--- src/rtl/oms_pkg.sv ---
package oms_pkg;
  typedef enum logic {
    SW_OFF = 1'b0,
    SW_ON  = 1'b1
  } sw_state_e;

  typedef enum logic {
    POLE_SOUTH = 1'b0,
    POLE_NORTH = 1'b1
  } pole_e;
endpackage

--- src/rtl/oms_duty_timer.sv ---
module oms_duty_timer #(
  parameter int AWAKE_CYC  = 45,
  parameter int PERIOD_CYC = 45000
) (
  input  logic clk_i,
  input  logic rst_ni,
  output logic awake_o,
  output logic last_awake_o
);
  localparam int CNT_W = (PERIOD_CYC > 1) ? $clog2(PERIOD_CYC) : 1;
  localparam logic [CNT_W-1:0] WRAP = CNT_W'(PERIOD_CYC - 1);
  localparam logic [CNT_W-1:0] AWK  = CNT_W'(AWAKE_CYC);
  localparam logic [CNT_W-1:0] LAST = CNT_W'(AWAKE_CYC - 1);

  logic [CNT_W-1:0] cnt_q;

  always_ff @(posedge clk_i or negedge rst_ni) begin
    if (!rst_ni)            cnt_q <= '0;
    else if (cnt_q == WRAP) cnt_q <= '0;
    else                    cnt_q <= cnt_q + 1'b1;
  end

  assign awake_o      = (cnt_q < AWK);
  assign last_awake_o = (cnt_q == LAST);
endmodule

--- src/rtl/oms_thresh_regs.sv ---
module oms_thresh_regs #(
  parameter int FIELD_W  = 12,
  parameter int S_OP_DEF = 37,
  parameter int S_RP_DEF = 31,
  parameter int N_OP_DEF = -40,
  parameter int N_RP_DEF = -34
) (
  input  logic                      clk_i,
  input  logic                      rst_ni,
  input  logic                      load_i,
  input  logic        [FIELD_W-1:0] s_op_i,
  input  logic        [FIELD_W-1:0] s_rp_i,
  input  logic        [FIELD_W-1:0] n_op_i,
  input  logic        [FIELD_W-1:0] n_rp_i,
  output logic signed [FIELD_W-1:0] s_op_o,
  output logic signed [FIELD_W-1:0] s_rp_o,
  output logic signed [FIELD_W-1:0] n_op_o,
  output logic signed [FIELD_W-1:0] n_rp_o
);
  always_ff @(posedge clk_i or negedge rst_ni) begin
    if (!rst_ni) begin
      s_op_o <= FIELD_W'(S_OP_DEF);
      s_rp_o <= FIELD_W'(S_RP_DEF);
      n_op_o <= FIELD_W'(N_OP_DEF);
      n_rp_o <= FIELD_W'(N_RP_DEF);
    end else if (load_i) begin
      s_op_o <= s_op_i;
      s_rp_o <= s_rp_i;
      n_op_o <= n_op_i;
      n_rp_o <= n_rp_i;
    end
  end
endmodule

--- src/rtl/oms_pole_cmp.sv ---
module oms_pole_cmp
  import oms_pkg::*;
#(
  parameter int    FIELD_W = 12,
  parameter pole_e POLE    = POLE_SOUTH
) (
  input  logic signed [FIELD_W-1:0] field_i,
  input  logic signed [FIELD_W-1:0] op_i,
  input  logic signed [FIELD_W-1:0] rp_i,
  output logic                      operate_o,
  output logic                      released_o
);
  // south pole works on the positive side, north pole is its mirror
  generate
    if (POLE == POLE_SOUTH) begin : g_south
      assign operate_o  = (field_i > op_i);
      assign released_o = (field_i < rp_i);
    end else begin : g_north
      assign operate_o  = (field_i < op_i);
      assign released_o = (field_i > rp_i);
    end
  endgenerate
endmodule

--- src/rtl/oms_decide.sv ---
module oms_decide
  import oms_pkg::*;
(
  input  logic clk_i,
  input  logic rst_ni,
  input  logic capture_i,
  input  logic s_operate_i,
  input  logic n_operate_i,
  input  logic s_released_i,
  input  logic n_released_i,
  output logic on_o,
  output logic strobe_o
);
  sw_state_e state_q, state_d;

  always_comb begin
    state_d = state_q;
    unique case (state_q)
      SW_OFF: if (s_operate_i || n_operate_i)    state_d = SW_ON;
      SW_ON:  if (s_released_i && n_released_i)  state_d = SW_OFF;
      default: state_d = SW_OFF;
    endcase
  end

  always_ff @(posedge clk_i or negedge rst_ni) begin
    if (!rst_ni) begin
      state_q  <= SW_OFF;
      strobe_o <= 1'b0;
    end else begin
      strobe_o <= capture_i;
      if (capture_i) state_q <= state_d;
    end
  end

  assign on_o = (state_q == SW_ON);
endmodule

--- src/rtl/omni_mag_switch.sv ---
module omni_mag_switch
  import oms_pkg::*;
#(
  parameter int FIELD_W    = 12,
  parameter int AWAKE_CYC  = 45,
  parameter int PERIOD_CYC = 45000,
  parameter int S_OP_DEF   = 37,
  parameter int S_RP_DEF   = 31,
  parameter int N_OP_DEF   = -40,
  parameter int N_RP_DEF   = -34
) (
  input  logic               clk_i,
  input  logic               rst_ni,
  input  logic               cfg_valid_i,
  input  logic [FIELD_W-1:0] cfg_s_op_i,
  input  logic [FIELD_W-1:0] cfg_s_rp_i,
  input  logic [FIELD_W-1:0] cfg_n_op_i,
  input  logic [FIELD_W-1:0] cfg_n_rp_i,
  input  logic               invert_i,
  input  logic [FIELD_W-1:0] field_i,
  output logic               fe_en_o,
  output logic               sample_o,
  output logic               switch_o
);
  localparam int NPOLE = 2;

  logic                      last_awake;
  logic                      on;
  logic signed [FIELD_W-1:0] field_s;
  logic signed [FIELD_W-1:0] op_thr  [NPOLE];
  logic signed [FIELD_W-1:0] rp_thr  [NPOLE];
  logic        [NPOLE-1:0]   operate;
  logic        [NPOLE-1:0]   released;

  assign field_s = field_i;

  oms_duty_timer #(
    .AWAKE_CYC (AWAKE_CYC),
    .PERIOD_CYC(PERIOD_CYC)
  ) u_timer (
    .clk_i       (clk_i),
    .rst_ni      (rst_ni),
    .awake_o     (fe_en_o),
    .last_awake_o(last_awake)
  );

  oms_thresh_regs #(
    .FIELD_W (FIELD_W),
    .S_OP_DEF(S_OP_DEF),
    .S_RP_DEF(S_RP_DEF),
    .N_OP_DEF(N_OP_DEF),
    .N_RP_DEF(N_RP_DEF)
  ) u_thr (
    .clk_i (clk_i),
    .rst_ni(rst_ni),
    .load_i(cfg_valid_i),
    .s_op_i(cfg_s_op_i),
    .s_rp_i(cfg_s_rp_i),
    .n_op_i(cfg_n_op_i),
    .n_rp_i(cfg_n_rp_i),
    .s_op_o(op_thr[0]),
    .s_rp_o(rp_thr[0]),
    .n_op_o(op_thr[1]),
    .n_rp_o(rp_thr[1])
  );

  for (genvar p = 0; p < NPOLE; p++) begin : g_pole
    oms_pole_cmp #(
      .FIELD_W(FIELD_W),
      .POLE   ((p == 0) ? POLE_SOUTH : POLE_NORTH)
    ) u_cmp (
      .field_i   (field_s),
      .op_i      (op_thr[p]),
      .rp_i      (rp_thr[p]),
      .operate_o (operate[p]),
      .released_o(released[p])
    );
  end

  oms_decide u_dec (
    .clk_i       (clk_i),
    .rst_ni      (rst_ni),
    .capture_i   (last_awake),
    .s_operate_i (operate[0]),
    .n_operate_i (operate[1]),
    .s_released_i(released[0]),
    .n_released_i(released[1]),
    .on_o        (on),
    .strobe_o    (sample_o)
  );

  assign switch_o = on ^ invert_i;
endmodule

--- config.mk ---
export PLATFORM = sky130hd
export DESIGN_NAME = omni_mag_switch
export DESIGN_NICKNAME = d
export VERILOG_FILES = /design/src/rtl/oms_pkg.sv /design/src/rtl/oms_duty_timer.sv /design/src/rtl/oms_thresh_regs.sv /design/src/rtl/oms_pole_cmp.sv /design/src/rtl/oms_decide.sv /design/src/rtl/omni_mag_switch.sv
export SDC_FILE = /design/constraint.sdc
export NUM_CORES = 1
export LEC_CHECK = 0
export CORE_MARGIN = 2
export CORE_UTILIZATION = 45
export CTS_BUF_LIST = sky130_fd_sc_hd__clkbuf_4
export DETAILED_ROUTE_END_ITERATION = 10
export PLACE_DENSITY = 0.69
export SYNTH_ARGS = -nofsm -noshare
export SYNTH_HDL_FRONTEND = slang
export SYNTH_HIERARCHICAL = 1
export SYNTH_SLANG_ARGS = --single-unit
export TNS_END_PERCENT = 100
--- constraint.sdc ---
create_clock -name clk_i -period 2.4 [get_ports clk_i]
set_input_delay 0.72 -clock clk_i [delete_from_list [all_inputs] [get_ports clk_i]]
set_output_delay 0.72 -clock clk_i [all_outputs]
set_load 0.05 [all_outputs]
# Word-level counts from Yosys, hierarchy flattened
# Index checks and enable logic that the tools add are counted.
[totals]
reg_bits = 66
out_inout_bits = 3
[op_classes]
bitwise = 2
order_cmp = 5
mux = 4
n_eq_ne = 2
addsub = 1
reduce_logical = 2
[ops]
columns = ["operator", "count"]
rows = [
  ["> comparator 12 bit", 2],
  ["< comparator 12 bit", 2],
  ["adder 16 x 1 -> 16 bit (second input constant)", 1],
  ["== test 16 bit (second input constant)", 1],
  ["== test 16 x 6 -> 1 bit (second input constant)", 1],
  ["< comparator 16 x 6 -> 1 bit (second input constant)", 1],
  ["2-to-1 mux 16 bit", 1],
  ["2-to-1 mux 1 bit", 2],
  ["case mux 1 bit (2 select lines)", 1],
  ["logical AND 1 bit", 1],
  ["logical OR 1 bit", 1],
  ["NOT 1 bit", 1],
  ["XOR 1 bit", 1],
]

# Depth between registers and ports, before layout
[depth]
ltp_word = 4
ltp_mapped = 9
ltp_nobuf = 9

# Cells and area by module
# Netlist, hierarchy kept.
[by_module_without_submodules]
columns = ["module", "cells_per_inst", "area_per_inst_um2", "n_inst", "seq_area_each_um2"]
rows = [
  ["oms_thresh_regs", 101, 1893.1, 1, 1233.7],
  ["oms_pole_cmp", 78, 595.6, 2, 0.0],
  ["oms_duty_timer", 86, 904.6, 1, 400.4],
  ["oms_decide", 5, 71.3, 1, 50.0],
  ["omni_mag_switch", 1, 8.8, 1, 0.0],
]

# Worst setup path after synthesis
# Ideal clock, no wire load.
[synth_path]
path_type = "reg-to-output"
startpoint = "register u_timer.cnt_q[6]"
endpoint = "output port fe_en_o"
path_stages_with_launch = 4
arrival_time_ns = 1.605
path_buffers = 0
setup_slack_ns = 0.075
path_cell_list = "dfrtp_1 -> nor4_1 -> nand3_1 -> a21oi_1"
[synth_between]
elab_chain_cells = 1
[synth_lines]
columns = ["element", "line_no", "text"]
rows = [
  ["start, declared", "oms_duty_timer.sv:15", "logic [CNT_W-1:0] cnt_q;"],
  ["start signal, assigned", "oms_duty_timer.sv:20", "else cnt_q <= cnt_q + 1'b1;"],
  ["< comparator 16 x 6 -> 1 bit", "oms_duty_timer.sv:23", "assign awake_o = (cnt_q < AWK);"],
  ["end, declared", "omni_mag_switch.sv:21", "output logic fe_en_o,"],
]
# No other way between the ends.

# Final worst setup path
[layout_path]
startpoint = "register u_timer.cnt_q[7]"
endpoint = "output port fe_en_o"
# Same word-level chain as after synthesis.

==> results.py <==
metrics = {
    "logic_synthesis": {
        "synth_top_area_share_pct": 24.6,
        "syn_avg_cell_area_um2": 11.7,
        "synth_area_mm2": 0.00407,
        "yosys_warnings": 6,
        "synthMuxAreaShare_pct": 15.9,
        "synth_top_flop_cell": "dfrtp_1",
        "synth.most_common_cell": "ha_1",
        "synthTopCellsByArea": "dfrtp_1 25%, dfstp_2 17%, ha_1 15%, mux2_2 7.7%, mux2_4 7.4%",
        "ys_async_sr_fraction_pct": 100,
        "synth-compound-area-share_pct": 7.41,
        "synth_top_family_by_area": "multiplexers",
        "synth_edf_count": 0,
        "synth.largest_area_cell": "dfrtp_1",
        "synth-seq-area-share_pct": 41.4,
        "synth-adder-area-share_pct": 15.1,
        "ys_ff_latch": 66,
        "synthCells": 349,
        "synth_fp_nets": 462,
        "synth-xor-area-share_pct": 3.01,
        "yosys.cell_types.count": 44,
        "synth_top_cells_by_count": "49 x ha_1, 48 x inv_1, 40 x dfrtp_1, 28 x mux2_2, 26 x dfstp_2",
        "synthSimpleGateAreaFrac_pct": 10.9,
    },
    "cells_and_area": {
        "area_growth_pct": 29.2,
        "stdcell_count": 560,
        "utilization_pct": 60.0,
        "nNetsFinal": 560,
        "post-route-cell-area_mm2": 0.00526,
        "n_antenna_cell": 0,
        "drive_gt1_share_pct": 32.7,
    },
    "routing": {
        "viasPerCell": 5.24,
        "wl_per_cell_um": 15.8,
        "drt_iter0_drc": 75,
        "drc": 0,
        "via_count": 2935,
        "ant_nets": 0,
        "dr.pass1.iters": 4,
        "wirelength_mm": 8.85,
    },
    "setup_path": {
        "reg2reg_to": "u_dec/on_o",
        "crit_path_end": "fe_en_o",
        "path_max_fanout": 2,
        "crit_type": "register to primary output",
        "startpoint_type": "register",
        "cp.arrival_ns": 1.63,
        "reg2reg_from": "u_thr/n_rp_o[10]",
        "required_ns": 1.68,
        "reg2reg_slack_ns": 0.29,
        "worstSetupStartpoint": "u_timer/cnt_q[7]",
        "end_kind": "primary output",
        "r2r_cells": 8,
    },
    "die": {
        "die_area_mm2": 0.00982,
        "coreArea_mm2": 0.00876,
        "die_h_um": 99.1,
        "start_util_pct": 46.4,
        "io_pins": 67,
        "fp.dieW_um": 99.1,
        "num_rows": 34,
    },
    "timing": {
        "fmax_mhz": 426,
        "rsz0062_at_grt": "true",
        "worst_pin_slew_ns": 0.514,
        "setup_violations": 0,
        "hold-worst-slack_ns": 0.288,
        "period_share_pct": 97.9,
        "fin_crit_ns": 2.35,
        "setup_tns_ns": 0,
        "hold_viol": 0,
        "relSlewSlack_pct": 65.6,
        "slew_violations": 0,
        "fin_skew_ns": 0.0159,
    },
    "grt": {
        "antenna_found_initial": 0,
        "grt_pass1_wl_mm": 15.0,
        "grtUsageTotal_pct": 19.4,
        "grt_max_degree": 67,
        "grt_pass1_vias": 3082,
        "overflow": 0,
    },
    "pwr": {
        "power_density_mw_per_mm2": 530,
        "p_leak_nw": 2.52,
        "peakVddDrop_uv": 315,
    },
    "clock_network": {
        "clock_latency_ns": 0.41,
        "cts_root_buffer": "clkbuf_4",
        "cts.sinks": 66,
        "cts_tree": "built",
        "cts.path.max_buffers": 2,
        "h-tree-depth": 3,
        "cts_hold_buf": 0,
        "cts_inserted_buffers": 9,
        "path_clk_slew_ns": 0.12,
    },
    "placed_design": {
        "dp_hpwl_mm": 6.58,
        "place_area_mm2": 0.00499,
        "io_buffers": 66,
        "place_inst": 537,
        "gp_congestion": 0.838,
    },
    "job": {
        "max_cap_violations": 0,
    },
    "status": {
        "status": "completed",
    },
    "worst_hold_path": {
        "min_path_type": "primary input to async pin",
    },
}
## worst min-delay path by stage
stage,slack [ns],start,endpoint,depth (start not counted)
2_1_floorplan,0.42,rst_ni,u_dec/on_o,0
3_3_place_gp,0.49,u_timer/cnt_q[14],u_timer/cnt_q[14],1
3_5_place_dp,0.49,u_thr/s_op_o[4],u_thr/s_op_o[4],1
4_1_cts,0.29,rst_ni,u_thr/s_rp_o[6],2
5_1_grt,0.29,rst_ni,u_thr/s_op_o[9],2
6_report,0.29,rst_ni,u_thr/s_op_o[9],2
## per-stage QoR
stage	total power, mW	worst slack, ns
2_1_floorplan	1.66	0.0754
5_1_grt	2.97	-0.102
6_report	2.79	0.0509
3_3_place_gp	1.94	-0.397
4_1_cts	2.82	0.0125
3_5_place_dp	1.96	-0.427
## sequential cells by signal (all words and copies together), names as in the netlist
| name | flops |
|---|---|
| u_dec/on_o | 1 |
| u_dec/strobe_o | 1 |
| u_thr/n_op_o | 12 |
| u_thr/n_rp_o | 12 |
| u_thr/s_op_o | 12 |
| u_thr/s_rp_o | 12 |
| u_timer/cnt_q | 16 |
## worst max-delay path, cell delays in order, from the launching register on
cell and delay [ns]:
dfrtp_2 0.44, nor4_2 0.26, nand3_1 0.16, a21oi_2 0.20
buf_12 0.16
## final cells by class
class	instances	area, um2
Tap cell	108	135
Sequential cell	66	1690
Fill cell	748	3510
Clock inverter	7	92.6
Inverter	50	188
Clock buffer	9	67.6
Timing Repair Buffer	95	918
Multi-Input combinational cell	225	2160
## metal layers
| metal | vias up | wire (um) | global-route usage [%] |
|---|---|---|---|
| met1 | 1425 | 3930 | 24.7 |
| met4 | 0 | 138 | 5.48 |
| li1 | 1435 | - | - |
| met3 | 8 | 410 | 5.27 |
| met5 | - | 0 | 0 |
| met2 | 67 | 4380 | 32.7 |
## kinds of logic (layout without fill, tap and decap cells)
kind of cell	Yosys count	after routing
xor+xnor	14	14
simple gates	69	69
mux	51	51
flops	66	66
compound gates	42	42
fa+ha+maj	49	49
buf+inv	58	161
## placed cells by master, fill, tap and decap left out, types with 3 or more instances in the layout
| cell | instances |
|---|---|
| clkdlybuf4s50_1 | 60 |
| ha_1 | 49 |
| inv_1 | 48 |
| dfrtp_1 | 35 |
| mux2_2 | 28 |
| buf_4 | 27 |
| dfstp_2 | 26 |
| mux2_4 | 20 |
| nand4_1 | 14 |
| nor2_1 | 14 |
| a21oi_1 | 10 |
| clkbuf_4 | 9 |
| a21o_1 | 8 |
| nand2_1 | 8 |
| xor2_1 | 7 |
| nand3_1 | 7 |
| xnor2_1 | 7 |
| dfrtp_2 | 5 |
| o211ai_1 | 4 |
| a21oi_2 | 4 |
| buf_12 | 4 |
| a211oi_1 | 3 |
| nand4b_1 | 3 |
| nor2b_1 | 3 |
| mux2i_1 | 3 |
## power by group
| group | internal [mW] | switching, mW |
|---|---|---|
| Sequential | 1.23 | 0.0497 |
| Combinational | 0.379 | 0.287 |
| Clock | 0.420 | 0.421 |
| Total | 2.03 | 0.758 |
## what timing repair did
item                                    in CTS  in global routing
gates resized for setup                      7                  6
hold endpoints to repair                     0                  0
endpoints found under the setup margin       1                  2
pin swaps                                    1                  3
buffers inserted                             6                  1
(Power assumes the default switching activity.)
